===== config.mk =====
export PLATFORM = sky130hd
export DESIGN_NAME = granule_router
export DESIGN_NICKNAME = d
export VERILOG_FILES = /design/src/rtl/gr_pkg.sv /design/src/rtl/gr_window_check.sv /design/src/rtl/gr_enable_mask.sv /design/src/rtl/gr_route_decide.sv /design/src/rtl/gr_route_fsm.sv /design/src/rtl/granule_router.sv
export SDC_FILE = /design/constraint.sdc
export NUM_CORES = 1
export LEC_CHECK = 0
export BUFFER_PORTS_ARGS = -buffer_cell sky130_fd_sc_hd__clkbuf_2
export CORE_MARGIN = 2
export CORE_UTILIZATION = 39
export CTS_CLUSTER_DIAMETER = 80
export CTS_CLUSTER_SIZE = 20
export DETAILED_ROUTE_END_ITERATION = 7
export PLACE_DENSITY = 0.84
export SLEW_MARGIN = 10
export SYNTH_ARGS = -nofsm -noshare
export SYNTH_HDL_FRONTEND = slang
export SYNTH_SLANG_ARGS = --single-unit

===== constraint.sdc =====
create_clock -name clk -period 0.9 [get_ports clk]
set_clock_uncertainty 0.05 [all_clocks]
set_input_delay 0.18 -clock clk [delete_from_list [all_inputs] [get_ports clk]]
set_output_delay 0.18 -clock clk [all_outputs]
set_load 0.03 [all_outputs]

===== src/rtl/gr_pkg.sv =====
package gr_pkg;

    typedef enum logic [0:0] {
        ST_IDLE = 1'b0,
        ST_HOLD = 1'b1
    } gr_state_e;

    localparam int NUM_PORTS = 3;
    localparam int PORT_W    = 2;

    typedef logic [PORT_W-1:0] port_idx_t;

    localparam port_idx_t PORT_BYPASS = 2'd0;
    localparam port_idx_t PORT_STRIPE0 = 2'd1;

endpackage


===== src/rtl/gr_window_check.sv =====
module gr_window_check #(
    parameter int              ADDR_W = 32,
    parameter logic [ADDR_W-1:0] BASE = '0,
    parameter logic [ADDR_W-1:0] LIMIT = '1
) (
    input  logic [ADDR_W-1:0] addr,
    output logic              hit
);
    // Half-open window: base inclusive, limit exclusive.
    assign hit = (addr >= BASE) && (addr < LIMIT);
endmodule


===== src/rtl/gr_enable_mask.sv =====
module gr_enable_mask #(
    parameter int N_LINES = 16
) (
    input  logic               clk,
    input  logic               rst_n,
    input  logic [N_LINES-1:0] lines,
    output logic               any_on
);
    logic [N_LINES-1:0] mask_q;

    // Each line owns exactly one mask bit and follows its level.
    for (genvar g = 0; g < N_LINES; g++) begin : g_bit
        always_ff @(posedge clk) begin
            if (!rst_n) mask_q[g] <= 1'b0;
            else        mask_q[g] <= lines[g];
        end
    end

    assign any_on = |mask_q;
endmodule


===== src/rtl/gr_route_decide.sv =====
module gr_route_decide
    import gr_pkg::*;
#(
    parameter int                ADDR_W   = 32,
    parameter int                GRAN_LOG = 12,
    parameter logic [ADDR_W-1:0] WIN_BASE = 'h0001_0000,
    parameter logic [ADDR_W-1:0] WIN_LIMIT = 'h0002_0000,
    parameter logic [ADDR_W-1:0] ALT_BASE = WIN_BASE,
    parameter logic [ADDR_W-1:0] ALT_LIMIT = WIN_LIMIT
) (
    input  logic [ADDR_W-1:0] addr,
    input  logic              striping_on,
    output port_idx_t         port,
    output logic              mismatch
);
    localparam int N_STRIPE = 2;
    logic [N_STRIPE-1:0] hit;

    // One window checker per striped target.
    for (genvar g = 0; g < N_STRIPE; g++) begin : g_win
        localparam logic [ADDR_W-1:0] B = (g == 0) ? WIN_BASE  : ALT_BASE;
        localparam logic [ADDR_W-1:0] L = (g == 0) ? WIN_LIMIT : ALT_LIMIT;
        gr_window_check #(.ADDR_W(ADDR_W), .BASE(B), .LIMIT(L)) u_win (
            .addr (addr),
            .hit  (hit[g])
        );
    end

    always_comb begin
        mismatch = striping_on && (hit[0] != hit[1]);
        if (striping_on && (&hit))
            port = PORT_STRIPE0 + port_idx_t'(addr[GRAN_LOG]);
        else
            port = PORT_BYPASS;
    end
endmodule


===== src/rtl/gr_route_fsm.sv =====
module gr_route_fsm
    import gr_pkg::*;
#(
    parameter int ADDR_W = 32
) (
    input  logic                 clk,
    input  logic                 rst_n,
    input  logic                 up_valid,
    input  logic [ADDR_W-1:0]    up_addr,
    input  port_idx_t            dec_port,
    input  logic                 dec_err,
    input  logic [NUM_PORTS-1:0] down_ready,
    output logic                 up_ready,
    output logic [NUM_PORTS-1:0] down_valid,
    output logic [ADDR_W-1:0]    down_addr,
    output port_idx_t            route_port,
    output logic                 cfg_err
);
    gr_state_e         state_q, state_d;
    logic [ADDR_W-1:0] addr_q;
    port_idx_t         port_q;
    logic              err_q;
    logic              accept;
    logic              release_req;

    assign accept      = (state_q == ST_IDLE) && up_valid;
    assign release_req = (state_q == ST_HOLD) && down_ready[port_q];

    // State register and captured request.
    always_ff @(posedge clk) begin
        if (!rst_n) begin
            state_q <= ST_IDLE;
            addr_q  <= '0;
            port_q  <= PORT_BYPASS;
            err_q   <= 1'b0;
        end else begin
            state_q <= state_d;
            if (accept) begin
                addr_q <= up_addr;
                port_q <= dec_port;
                err_q  <= dec_err;
            end
        end
    end

    // Next state and outputs.
    always_comb begin
        state_d    = state_q;
        up_ready   = 1'b0;
        down_valid = '0;
        unique case (state_q)
            ST_IDLE: begin
                up_ready = 1'b1;
                if (accept) state_d = ST_HOLD;
            end
            ST_HOLD: begin
                for (int i = 0; i < NUM_PORTS; i++)
                    down_valid[i] = (port_q == port_idx_t'(i));
                if (release_req) state_d = ST_IDLE;
            end
            default: state_d = ST_IDLE;
        endcase
        down_addr  = addr_q;
        route_port = port_q;
        cfg_err    = err_q && (state_q == ST_HOLD);
    end
endmodule


===== src/rtl/granule_router.sv =====
module granule_router
    import gr_pkg::*;
#(
    parameter int                ADDR_W   = 32,
    parameter int                GRAN_LOG = 12,
    parameter int                N_EN     = 16,
    parameter logic [ADDR_W-1:0] WIN_BASE = 'h0001_0000,
    parameter logic [ADDR_W-1:0] WIN_LIMIT = 'h0002_0000,
    parameter logic [ADDR_W-1:0] ALT_BASE = WIN_BASE,
    parameter logic [ADDR_W-1:0] ALT_LIMIT = WIN_LIMIT
) (
    input  logic              clk,
    input  logic              rst_n,
    input  logic [15:0]       en_lines,
    input  logic              up_valid,
    input  logic [ADDR_W-1:0] up_addr,
    output logic              up_ready,
    output logic [2:0]        down_valid,
    output logic [ADDR_W-1:0] down_addr,
    input  logic [2:0]        down_ready,
    output logic [1:0]        route_port,
    output logic [ADDR_W-1:0] route_mask,
    output logic              cfg_err
);
    localparam logic [ADDR_W-1:0] GRAN_MASK = (ADDR_W'(1) << GRAN_LOG) - ADDR_W'(1);

    logic      striping_on;
    port_idx_t dec_port;
    logic      dec_err;

    gr_enable_mask #(.N_LINES(N_EN)) u_mask (
        .clk    (clk),
        .rst_n  (rst_n),
        .lines  (en_lines[N_EN-1:0]),
        .any_on (striping_on)
    );

    gr_route_decide #(
        .ADDR_W(ADDR_W), .GRAN_LOG(GRAN_LOG),
        .WIN_BASE(WIN_BASE), .WIN_LIMIT(WIN_LIMIT),
        .ALT_BASE(ALT_BASE), .ALT_LIMIT(ALT_LIMIT)
    ) u_decide (
        .addr        (up_addr),
        .striping_on (striping_on),
        .port        (dec_port),
        .mismatch    (dec_err)
    );

    gr_route_fsm #(.ADDR_W(ADDR_W)) u_fsm (
        .clk        (clk),
        .rst_n      (rst_n),
        .up_valid   (up_valid),
        .up_addr    (up_addr),
        .dec_port   (dec_port),
        .dec_err    (dec_err),
        .down_ready (down_ready),
        .up_ready   (up_ready),
        .down_valid (down_valid),
        .down_addr  (down_addr),
        .route_port (route_port),
        .cfg_err    (cfg_err)
    );

    assign route_mask = GRAN_MASK;
endmodule


==> flow_summary_export.csv, run 1 <==
group,metric,value,unit
pwr,p_leak,1.59,nW
worst_hold_path,min_path_type,"input port to flop",
global_routing,overflow,0,
cts,hold_buffers,0,
pwr,p_seq_share,47.8,%
floorplan,pin_count,125,
flow_run,maxCapViolations,0,
drt,drtIter0Drc,50,
cells_and_area,drive_gt1_share,55.0,%
pwr,internal-power,3.71,mW
synthesis,synth_edf_count,0,
global_routing,grt_pass1_vias,1761,
cts,tritoncts,"yes",
global_routing,antenna_found_initial,0,
cells_and_area,syn_to_final_growth,63.6,%
synthesis,syn_area,0.00215,mm²
global_routing,grt_max_degree,18,
cts,clk_latency,0.29,ns
cts,htreeDepth,2,
pwr,p_sw_share,28.6,%
sta,hold_viol,0,
drt,wl_per_cell,12.4,µm
place,place.gp.congestion,0.670,
sta,slew_violations,0,
cells_and_area,n_antenna_cell,0,
place,hpwl,3510,µm
synthesis,seq_area_frac_synth,47.6,%
synthesis,yosysUniqueCellTypes,25,
cts,cts_max_path_buffers,2,
cells_and_area,final_common_cell,"nand2_1",
synthesis,ys_ff_latch,51,
worst_setup_path,reg2reg_from,"u_fsm.state_q$_SDFF_PN0_",
synthesis,ys_top_cells_by_area,"dfxtp_1 (48%), buf_4 (13%), nand2_1 (11%), a21boi_1 (10%), and2_1 (4.7%)",
place,numPortBuffers,91,
pwr,peakVddDrop,0.859,mV
sta,fin_crit,1.29,ns
sta,fin_ws,-0.389,ns
synthesis,synth_cells,240,
sta,setup_viol,73,
synthesis,synth_ff_type,"dfxtp_1",
worst_setup_path,timing.rr.end,"u_fsm.state_q$_SDFF_PN0_",
drt,wl,5390,µm
worst_setup_path,critical_path_buf_inv_count,3,
worst_setup_path,start_kind,"flop",
worst_setup_path,path_depth,4,
synthesis,synthMuxAreaShare,0,%
pwr,p_sw,1.49,mW
drt,drc,0,
worst_setup_path,critPathTopFamily,"flip-flops",
cells_and_area,fin_cells,434,
synthesis,syn_area_per_cell,8.94,µm²
floorplan,core-area,0.00541,mm²
worst_setup_path,worstPathMaxFanout,3,
worst_setup_path,rr_worst_depth,5,
cts,clkSlewWorstSetupHoldPaths,0.09,ns
global_routing,grt_pass1_wl,8290,µm
worst_setup_path,worstSetupEndpointType,"output pin",
synthesis,synthSimpleGateAreaFrac,23.2,%
cells_and_area,fill_cells,436,
floorplan,initial_core_util,39.7,%
run_status,violations,"setup timing",
worst_setup_path,crit_required,0.67,ns
synthesis,yosys.area_share.adder,0,%
synthesis,synth_compound_area_share,12.7,%
floorplan,die_h,78.2,µm
floorplan,fp-row-count,27,
floorplan,die_area,0.00611,mm²
synthesis,yosysTopAreaCell,"dfxtp_1",
synthesis,yosys_warnings,0,
floorplan,die_x,78.2,µm
worst_setup_path,crit_type,"flop to output pin",
worst_setup_path,path_cells,"buf_6 > inv_6 > nor3_4 > buf_8",
cells_and_area,nets,415,
pwr,p_per_area,1480,mW/mm²
sta,rsz0062_at_grt,"true",
worst_setup_path,slowest_stage,"dfxtp_4",
drt,vias,1876,
worst_setup_path,cp.arrival,1.06,ns
cts,cts.sinks,51,
pwr,power_frac_clock,26.9,%
run_status,run_status,"complete, but fails checks",
synthesis,synth_xor_area_share,0,%
drt,vias_per_cell,4.32,
worst_setup_path,r2r_slack,-0.33,ns
synthesis,async_flop_share,0,%
place,dp.cells,409,
pwr,comb_power_share,25.3,%
worst_setup_path,cpPeakStageDelay,0.37,ns
worst_setup_path,setup.worst_path.start,"u_fsm.state_q$_SDFF_PN0_",
sta,fin_crit_sh,143,%
cts,cts_root_buf,"clkbuf_8",
sta,holdWs,0.0356,ns
global_routing,track_usage,17.2,%
cells_and_area,final_cell_mix,"nand2_1 (57), clkbuf_2 (53), buf_8 (42)",
drt,drt_first_pass_iters,3,
worst_setup_path,endpoint,"down_valid[2]",
drt,ant_nets,0,
cts,cts_buffers,5,
synthesis,synth_top_family_by_area,"simple AND/OR/NAND/NOR gates",
sta,clock.fmax,776,MHz
synthesis,synth_top_area_share,47.6,%
==> final cells by class <==
| cell class | instances | area [µm²] | area share (%) |
|---|---|---|---|
| clock buffer | 8 | 100 | 2.85 |
| inverter | 3 | 18.8 | 0.535 |
| multi-input combinational | 171 | 997 | 28.4 |
| sequential | 51 | 1070 | 30.6 |
| tap | 72 | 90.1 | 2.57 |
| timing repair buffer | 129 | 1230 | 35.1 |
==> through the flow <==
stage / total power, mW / TNS, ns / instance area, µm² / setup WS, ns / util, %
after floorplan: 3.25 / -3.64 / 2350 / -0.110 / -
after global placement: 3.46 / -8.38 / 2750 / -0.359 / 50.9
after detailed placement: 3.48 / -9.23 / 2750 / -0.351 / 50.9
after CTS: 5.12 / -15.64 / 3350 / -0.412 / 62.0
after global routing: 5.43 / -19.12 / 3510 / -0.457 / 64.9
final: 5.20 / -15.33 / 3510 / -0.389 / 64.9
==> cells by family after synthesis <==
| group | after synthesis |
|---|---|
| buffers and inverters | 49 |
| other | 2 |
| AOI/OAI and AO/OA | 36 |
| and+or+nand+nor | 102 |
| DFF | 51 |
==> how the worst min path moves through the flow <==
| stage | start | endpoint | slack [ns] | depth (start not counted) |
|---|---|---|---|---|
| finish | en_lines[0] | u_mask.mask_q[0]$_SDFF_PN0_ | 0.04 | 2 |
| global placement | en_lines[6] | u_mask.mask_q[6]$_SDFF_PN0_ | 0.34 | 2 |
| global route | en_lines[0] | u_mask.mask_q[0]$_SDFF_PN0_ | 0.03 | 2 |
| detailed placement | en_lines[6] | u_mask.mask_q[6]$_SDFF_PN0_ | 0.34 | 2 |
| CTS | en_lines[6] | u_mask.mask_q[6]$_SDFF_PN0_ | 0.02 | 2 |
| floorplan | en_lines[0] | u_mask.mask_q[0]$_SDFF_PN0_ | 0.26 | 1 |
==> power by group through the flow <==
stage          registers, mW  clock network [mW]  logic [mW]
4_1_cts                 2.46                1.44        1.22
6_report                2.49                1.40        1.31
3_3_place_gp            2.48                   0       0.980
3_5_place_dp            2.49                   0       0.993
2_1_floorplan           2.65                   0       0.600
5_1_grt                 2.50                1.53        1.40
==> repair_timing <==
item / in CTS / in global routing
hold endpoints to repair: 0 / 0
setup endpoints to repair: 73 / 73
pin swaps: 10 / 8
resized for setup: 126 / 55
gates cloned: 2 / 0
setup buffers: 7 / 9
==> routing by layer <==
| metal | global-route usage (%) | routed length, µm | vias up |
|---|---|---|---|
| met2 | 31.8 | 2900 | 67 |
| met3 | 4.25 | 331 | 4 |
| met1 | 19.6 | 2120 | 854 |
| li1 | - | - | 951 |
| met5 | 0 | 0 | - |
| met4 | 4.74 | 38 | 0 |
==> synthesized netlist by cell type, drive strengths merged (2+ instances only) <==
cell    number
nand2       64
dfxtp       51
buf         41
a21boi      32
and2        16
nor4         7
clkbuf       5
inv          3
nand2b       3
nand3        3
conb         2
nor2         2
nor3         2
o31ai        2
==> state kept, by name, indices dropped and copies added, names as in the netlist <==
name,flops
u_fsm.down_addr,32
u_mask.mask_q,16
u_fsm.route_port,2
u_fsm.state_q,1
(Power assumes the default switching activity.)
==> run 2, diff against run 1 <==
==> constraint.sdc (replaced) <==
create_clock -name clk -period 0.9 [get_ports clk]
set_clock_uncertainty 0.05 [all_clocks]
set_input_delay 0.09 -clock clk [delete_from_list [all_inputs] [get_ports clk]]
set_output_delay 0.09 -clock clk [all_outputs]
set_load 0.03 [all_outputs]
==> run 2 against run 1 <==
Net effect:
- the flow finishes with violations (hold timing, setup timing)
- flip-flop and latch count unchanged
- utilization increased by 8.0 points
- hold slack lost 0.053 ns
- critical endpoint is now u_fsm.down_addr[24]$_SDFFE_PN0P_
- largest cell class unchanged
==> flow_summary_export.csv, run 2 (synthesized netlist as in run 1, its figures left out) <==
group,metric,value,unit
worst_setup_path,timing.rr.end,"u_fsm.down_addr[24]$_SDFFE_PN0P_",
run_status,run_status,"complete, but fails checks",
floorplan,die_area,0.00611,mm²
cells_and_area,final_cell_mix,"nand2_1 (54), clkbuf_2 (53), dlygate4sd3_1 (44)",
cells_and_area,fill_cells,359,
cts,cts.sinks,51,
sta,fin_crit_sh,142,%
cts,clkSlewWorstSetupHoldPaths,0.10,ns
flow_run,maxCapViolations,0,
cts,tritoncts,"yes",
floorplan,core-area,0.00541,mm²
cells_and_area,finalInstanceArea,0.00394,mm²
global_routing,grt_pass1_wl,9720,µm
place,dp.cells,405,
run_status,violations,"hold timing, setup timing",
floorplan,die_x,78.2,µm
drt,wl_per_cell,14.6,µm
global_routing,antenna_found_initial,0,
drt,vias_per_cell,4.59,
cells_and_area,multi_input_area,0.00105,mm²
worst_setup_path,rr_worst_depth,6,
cells_and_area,fin_cells,471,
cts,htreeDepth,2,
pwr,p_per_area,1340,mW/mm²
sta,fin_ws,-0.376,ns
cells_and_area,regArea,0.00107,mm²
drt,drt_first_pass_iters,4,
worst_setup_path,worstSetupEndpointType,"flop",
global_routing,grt_pass1_vias,2164,
worst_setup_path,crit_required,1.08,ns
drt,vias,2164,
cells_and_area,drive_gt1_share,51.4,%
cts,cts_buffers,5,
worst_setup_path,start_kind,"flop",
floorplan,fp-row-count,27,
sta,hold_viol,1,
sta,rsz0062_at_grt,"true",
cts,cts_root_buf,"clkbuf_8",
cells_and_area,nets,452,
global_routing,grt_max_degree,29,
worst_setup_path,crit_type,"flop to flop",
cts,cts_max_path_buffers,2,
place,place.gp.congestion,0.744,
place,postPlaceCellArea,0.00270,mm²
sta,slew_violations,0,
sta,setup_viol,72,
worst_setup_path,cp.arrival,1.46,ns
sta,clock.fmax,784,MHz
worst_hold_path,whs_endpoint,"u_fsm.route_port[1]$_SDFFE_PN0P_",
place,numPortBuffers,91,
global_routing,track_usage,20.2,%
drt,drc,0,
drt,ant_nets,0,
worst_hold_path,hp-start,"up_addr[12]",
sta,fin_crit,1.28,ns
pwr,p_total,5.30,mW
worst_hold_path,hold_depth,3,
drt,drtIter0Drc,47,
cells_and_area,final_common_cell,"nand2_1",
global_routing,overflow,0,
pwr,peakVddDrop,0.876,mV
floorplan,initial_core_util,39.7,%
place,hpwl,3460,µm
sta,holdWs,-0.0177,ns
worst_setup_path,worstPathMaxFanout,7,
cts,clk_latency,0.31,ns
cells_and_area,syn_to_final_growth,83.6,%
worst_setup_path,reg2reg_from,"u_fsm.state_q$_SDFF_PN0_",
cells_and_area,largest_reg_flops,32,
cells_and_area,n_antenna_cell,0,
floorplan,die_h,78.2,µm
worst_hold_path,min_path_type,"input port to flop",
drt,wl,6860,µm
pwr,p_leak,1.75,nW
worst_setup_path,r2r_slack,-0.38,ns
floorplan,pin_count,125,
## run 2: cell types whose count changed in the layout (fill, tap and decap cells not counted), sizes merged
| cell | change |
|---|---|
| buf | -12 |
| clkbuf | +2 |
| dlygate4sd3 | +44 |
| clkinv | +3 |
## run 2: through the flow
step	util, %	TNS [ns]	hold WS [ns]	setup WS, ns
detailed placement	50.0	-6.59	0.252	-0.310
floorplan	-	-3.27	0.167	-0.103
finish	72.9	-13.15	-0.0177	-0.376
CTS	68.1	-11.87	0.0189	-0.348
global placement	50.0	-4.90	0.249	-0.244
global route	72.9	-15.46	0.00531	-0.421
## run 2: critical path: stages, from the launching register on
cell and delay (ns):
dfxtp_4 0.36, buf_4 0.14, nor2b_4 0.14, buf_12 0.14, buf_12 0.13, nand2_1 0.09
a21boi_2 0.15
## run 2: area by class of cell
type                    count  area share, %
repair buffers            166           41.2
flip-flops and latches     51           27.2
multi-input cells         171           26.7
well taps                  72           2.29
clock buffers               5           1.75
inverters                   3          0.413
clock inverters             3          0.381
## run 2: how the worst max path moves through the flow
| stage | from | endpoint | slack, ns | cells after the start |
|---|---|---|---|---|
| 3_5_place_dp | up_addr[26] | u_fsm.route_port[1]$_SDFFE_PN0P_ | -0.31 | 4 |
| 3_3_place_gp | u_mask.mask_q[10]$_SDFF_PN0_ | u_fsm.route_port[0]$_SDFFE_PN0P_ | -0.24 | 3 |
| 6_report | u_fsm.state_q$_SDFF_PN0_ | u_fsm.down_addr[24]$_SDFFE_PN0P_ | -0.38 | 6 |
| 4_1_cts | u_fsm.state_q$_SDFF_PN0_ | down_valid[2] | -0.35 | 4 |
| 5_1_grt | u_fsm.state_q$_SDFF_PN0_ | u_fsm.down_addr[24]$_SDFFE_PN0P_ | -0.42 | 6 |
| 2_1_floorplan | u_fsm.state_q$_SDFF_PN0_ | u_fsm.route_port[0]$_SDFFE_PN0P_ | -0.10 | 5 |
## run 2: what timing repair did
item,in CTS,in global routing
gates resized for setup,122,59
setup buffers,3,8
endpoints found under the setup margin,73,73
endpoints found under the hold margin,44,0
gates cloned,0,3
pin swaps,5,21
hold buffers,44,0
## run 2: layer usage
metal | wire, µm | global-route usage, % | vias up
li1 | - | - | 1029
met1 | 2400 | 20.3 | 990
met2 | 3770 | 39.4 | 114
met3 | 368 | 3.79 | 31
met4 | 331 | 9.82 | 0
met5 | 0 | 0 | -
## run 2: where the power goes
part / internal [mW] / switching, mW / leakage [nW] / total, mW
Combinational: 0.738 / 0.764 / 1.27 / 1.50
Clock: 0.535 / 0.769 / 0.0477 / 1.30
Sequential: 2.40 / 0.0977 / 0.436 / 2.49
